[src/rtl/l3_master.sv]
module l3_master #(
  parameter int DIV_W = 8
) (
  input  logic             clk,
  input  logic             rst_n,
  input  logic [DIV_W-1:0] half_period,
  input  logic             cmd_valid,
  output logic             cmd_ready,
  input  logic [7:0]       cmd_byte,
  input  logic             cmd_is_addr,
  input  logic             cmd_last,
  output logic             busy,
  output logic             l3_mode,
  output logic             l3_clk,
  output logic             l3_data
);

  localparam logic [DIV_W-1:0] MIN_H = DIV_W'(2);

  typedef enum logic [2:0] {
    S_IDLE, S_SETUP, S_HI, S_LO, S_POST, S_STROBE, S_WAIT
  } state_t;

  state_t           state;
  logic [DIV_W-1:0] cnt, hreg;
  logic [7:0]       sh;
  logic [2:0]       bitn;
  logic             mode_r, last_r, addr_r;

  wire [DIV_W-1:0] h_eff  = (half_period < MIN_H) ? MIN_H : half_period;
  wire             tick   = (cnt == '0);
  wire             accept = cmd_valid && cmd_ready;

  assign cmd_ready = (state == S_IDLE) || (state == S_WAIT);
  assign busy      = (state != S_IDLE);
  assign l3_clk    = (state != S_LO);
  assign l3_data   = sh[0];
  assign l3_mode   = mode_r;

  always_ff @(posedge clk or negedge rst_n) begin
    if (!rst_n) begin
      state  <= S_IDLE;
      cnt    <= '0;
      hreg   <= MIN_H;
      sh     <= '0;
      bitn   <= '0;
      mode_r <= 1'b1;
      last_r <= 1'b0;
      addr_r <= 1'b0;
    end else begin
      case (state)
        S_IDLE, S_WAIT: begin
          if (accept) begin
            state  <= S_SETUP;
            sh     <= cmd_byte;
            addr_r <= cmd_is_addr;
            last_r <= cmd_last;
            mode_r <= !cmd_is_addr;
            bitn   <= '0;
            hreg   <= h_eff;
            cnt    <= h_eff - 1'b1;
          end
        end
        S_SETUP, S_HI: begin
          if (tick) begin
            state <= S_LO;
            cnt   <= hreg - 1'b1;
          end else begin
            cnt <= cnt - 1'b1;
          end
        end
        S_LO: begin
          if (tick) begin
            sh    <= sh >> 1;
            bitn  <= bitn + 3'd1;
            state <= (bitn == 3'd7) ? S_POST : S_HI;
            cnt   <= hreg - 1'b1;
          end else begin
            cnt <= cnt - 1'b1;
          end
        end
        S_POST: begin
          if (tick) begin
            cnt <= hreg - 1'b1;
            if (last_r) begin
              state  <= S_IDLE;
              mode_r <= 1'b1;
            end else if (!addr_r) begin
              state  <= S_STROBE;
              mode_r <= 1'b0;
            end else begin
              state  <= S_WAIT;
              mode_r <= 1'b1;
            end
          end else begin
            cnt <= cnt - 1'b1;
          end
        end
        S_STROBE: begin
          if (tick) begin
            state  <= S_WAIT;
            mode_r <= 1'b1;
          end else begin
            cnt <= cnt - 1'b1;
          end
        end
        default: state <= S_IDLE;
      endcase
    end
  end

  AST_IDLE_LINES: assert property (@(posedge clk) disable iff (!rst_n)
    !busy |-> (l3_mode && l3_clk));
  AST_NO_READY_LOW: assert property (@(posedge clk) disable iff (!rst_n)
    !l3_clk |-> !cmd_ready);
  AST_LOW_MIN_TWO: assert property (@(posedge clk) disable iff (!rst_n)
    $fell(l3_clk) |=> !l3_clk);
  AST_DATA_HELD: assert property (@(posedge clk) disable iff (!rst_n)
    (!l3_clk && $past(!l3_clk)) |-> $stable(l3_data));
  AST_MODE_HELD: assert property (@(posedge clk) disable iff (!rst_n)
    (!l3_clk && $past(!l3_clk)) |-> $stable(l3_mode));

endmodule

[config.mk]
export PLATFORM = sky130hd
export DESIGN_NAME = l3_master
export DESIGN_NICKNAME = d
export VERILOG_FILES = /design/src/rtl/l3_master.sv
export SDC_FILE = /design/constraint.sdc
export NUM_CORES = 1
export LEC_CHECK = 0
export ABC_AREA = 0
export BUFFER_PORTS_ARGS = -buffer_cell sky130_fd_sc_hd__buf_2
export CAP_MARGIN = 10
export CORE_MARGIN = 2
export CORE_UTILIZATION = 23
export CTS_CLUSTER_DIAMETER = 100
export DETAILED_ROUTE_END_ITERATION = 16
export SYNTH_ARGS = -nofsm -noshare
export SYNTH_HDL_FRONTEND = slang
export SYNTH_SLANG_ARGS = --single-unit
[constraint.sdc]
create_clock -name clk -period 5.41 [get_ports clk]
set_input_delay 0.8115 -clock clk [delete_from_list [all_inputs] [get_ports clk]]
set_output_delay 0.8115 -clock clk [all_outputs]
set_load 0.05 [all_outputs]
==> out/metrics.yaml <==
sta:
  max_slew.worst_pin.slew_ns: 1.026
  fin_setup_tns_ns: 0
  maxSlewHeadroom: 0.3136
  max_freq_mhz: 338.8
  fin_crit_sh: 0.5456
  fin_skew_ns: 0.002617
  finalSetupViolations: 0
  slew_violations: 0
  layout_min_cycle_time_ns: 2.951
  rsz0062_at_grt: "false"
  hold_violations: 0
power:
  power.switching_uw: 594.8
  leakagePower_nw: 1.109
  p_int_uw: 718.8
  vdd_drop_max_mv: 0.2391
  clockPowerShare: 0.141
  p_comb_frac: 0.478
  swShare: 0.4528
  p_per_area_nw_per_um2: 549.4
  seqPwrFrac: 0.380
die:
  core-area_um2: 8763
  die_h_um: 99.40
  ios: 26
  die_w_um: 99.40
  die_area_um2: 9880
  start_util: 0.2389
  rows: 34
synthesis:
  yosys-top-cells-area: "dfrtp_1, nand2_1, o21ai_1, mux2i_1, xnor2_1"
  async_flop_share: 1.000
  postSynthAreaPerCell_um2: 8.441
  synth_edf_count: 0
  ys_seq_elements: 33
  synth.yosys.seq_area_share: 0.3957
  synth_warnings: 0
  netlist_area_um2: 2093
  synthesis.instances: 248
  synth_top_area_frac: 0.3706
  yosysTopAreaCell: "dfrtp_1"
  synth_flop_cell: "dfrtp_1"
  ys_types: 50
  syn_nets: 274
worst_hold_path:
  holdCritStartpoint: "sh[0]$_DFFE_PN0P_"
  hold_depth: 2
  hold_path_end: "sh[0]$_DFFE_PN0P_"
  min_path_type: "reg -> reg"
final_layout:
  fillCellCount: 951
  final_cell_area_um2: 2391
  drive_gt1_frac: 0.1493
  n_antenna_cell: 0
  syn2layout_area_growth_pct: 14.23
  nets: 293
detailed_routing:
  ant_nets: 0
  routedWlPerCell_um: 13.64
  drc: 0
  vias: 1841
  drt_first_iter_violations: 82
  drt-pass1-iter-count: 4
  via_per_inst: 4.896
  finalWirelength_um: 5129
setup_path:
  crit_type: "in -> reg"
  worst-r2r-setup-slack_ns: 2.61
  worstRegToRegCells: 7
  arrival_ns: 3.17
  worst_setup_path_end_kind: "flop"
  worstPathRequired_ns: 5.63
  reg2reg_to: "state[0]$_DFFE_PN0P_"
  crit_path_max_fanout: 6
  r2r-start: "cnt[0]$_DFFE_PN0P_"
  start_kind: "primary input"
cts:
  cts.path.max_buffers: 2
  cts_buffers: 5
  cts_setup_buffers: 0
  cts_resized: 0
  clk_latency_ns: 0.29
  cts-root-buf: "clkbuf_8"
  ctsHoldBuffers: 0
  clk_pin_slew_worst_paths_ns: 0.07
  cts.sinks: 33
  cts_tree: "done"
  ctsHtreeMaxLevel: 2
grt:
  grt_usage: 0.1120
  overflow: 0
  antenna_found_initial: 0
  grt_pass1_wl_um: 8983
  grt_pass1_vias: 1850
  grt_max_degree: 34
placement:
  hpwlAfterDp_um: 3820
  gp_congestion: 0.8677
  portBuffers: 25
  place_area_um2: 2305
outcome:
  status: "finished clean"
run:
  cap_violations: 0
## flip-flops by register name, indices dropped and copies added, names as in the netlist
| signal | flops |
|---|---|
| state | 3 |
| bitn | 3 |
| sh | 8 |
| last_r | 1 |
| cnt | 8 |
| l3_mode | 1 |
| addr_r | 1 |
| hreg | 8 |
## synth_stat cells, types with 3 or more instances
library cell and n:
a31oi_1 7, nand3_1 4, or4_1 3, xnor2_1 8, a22o_1 4, nand2_1 47, and2_1 3, buf_2 3
mux2i_1 8, ha_1 5, a21oi_1 5, or3_1 4, inv_1 7, nor2_1 18, o21ai_0 6, a21boi_1 3
o21ai_1 19, clkbuf_1 10, dfrtp_1 31, xor2_1 3, nor3_1 8
## cell usage in the layout (no fill, tap or decap), types with 2 or more instances in the layout
cell type  netlist  final
o31ai_1          2      2
a21oi_1          5      5
dfstp_2          2      2
nand2_1         47     47
and3_1           2      2
xor2_1           3      3
or4_1            3      3
nor2b_1          2      2
xnor2_1          8      8
o21ai_1         19     19
nor3_1           8      8
and2_1           3      3
mux2i_1          8      8
nor4_1           2      2
clkinv_2         0      2
a211o_1          2      2
nand3b_1         2      2
a31oi_1          7      7
o21ai_0          6      6
dfrtp_1         31     31
nand3_1          4      4
or3_1            4      4
clkbuf_8         0      5
inv_1            7      7
nand2b_1         2      2
nor3b_1          2      2
o211a_1          2      2
a22o_1           4      4
buf_2            3     25
a2bb2oi_1        2      2
a21boi_1         3      3
nor2_1          18     18
ha_1             5      5
o22ai_1          2      2
a22oi_1          2      2
## worst max-delay path by stage
stage,start,slack [ns],cells after the start,end
after floorplan,half_period[2],2.57,8,cnt[1]$_DFFE_PN0P_
after detailed placement,half_period[2],2.16,9,cnt[1]$_DFFE_PN0P_
after global placement,half_period[2],2.32,9,cnt[1]$_DFFE_PN0P_
after CTS,half_period[2],2.45,9,cnt[1]$_DFFE_PN0P_
final,half_period[2],2.46,9,cnt[1]$_DFFE_PN0P_
after global routing,state[1]$_DFFE_PN0P_,2.32,4,bitn[0]$_DFFE_PN0P_
## stage by stage
stage / util / power (mW) / setup slack [ns] / hold WS [ns] / cells
floorplan: - / 0.9905 / 2.567 / 0.4549 / 248
global placement: 0.2630 / 1.118 / 2.317 / 0.4655 / 368
detailed placement: 0.2630 / 1.133 / 2.163 / 0.4751 / 368
CTS: 0.2728 / 1.327 / 2.454 / 0.4883 / 376
global route: 0.2728 / 1.439 / 2.317 / 0.5206 / 376
finish: 0.2728 / 1.314 / 2.459 / 0.4812 / 376
## worst max-delay path, cell delays in order
cell	delay (ns)
buf_2	0.15
or4_1	0.60
o41ai_1	0.53
ha_1	0.35
or3_1	0.31
o21a_1	0.11
o22ai_1	0.12
a31oi_1	0.06
o21ai_1	0.13
## kinds of logic (layout without fill, tap and decap cells)
kind of cell    Yosys count  in the layout  synth area share
mux                       9              9           0.04364
compound gates           65             65            0.2044
simple gates            104            104            0.2409
xor+xnor                 11             11           0.04603
flops                    33             33            0.3957
fa+ha+maj                 5              5           0.02989
buf+inv                  21             41           0.03945
## power by group through the flow
stage | registers [mW] | clock network, mW | logic, mW
final | 0.500 | 0.186 | 0.628
after CTS | 0.498 | 0.196 | 0.633
after global placement | 0.498 | 0 | 0.620
after floorplan | 0.467 | 0 | 0.524
after global routing | 0.520 | 0.206 | 0.713
after detailed placement | 0.503 | 0 | 0.630
## per-layer routing
layer | global-route usage | up-vias | share of wire
li1 | - | 921 | -
met1 | 0.1412 | 885 | 0.47
met2 | 0.1939 | 29 | 0.49
met3 | 0.02038 | 6 | 0.027
met4 | 0.03583 | 0 | 0.010
met5 | 0 | - | 0
## layout make-up
type,count,area (µm²),share of cell area
Inverter,7,26.28,0.01099
Multi-Input combinational cell,194,1182,0.4945
Clock inverter,3,17.52,0.007326
Timing Repair Buffer,26,132.6,0.05547
Clock buffer,5,68.82,0.02878
Tap cell,108,135.1,0.05652
Sequential cell,33,828.3,0.3464
Note: power is estimated with default switching activity, not from simulation.
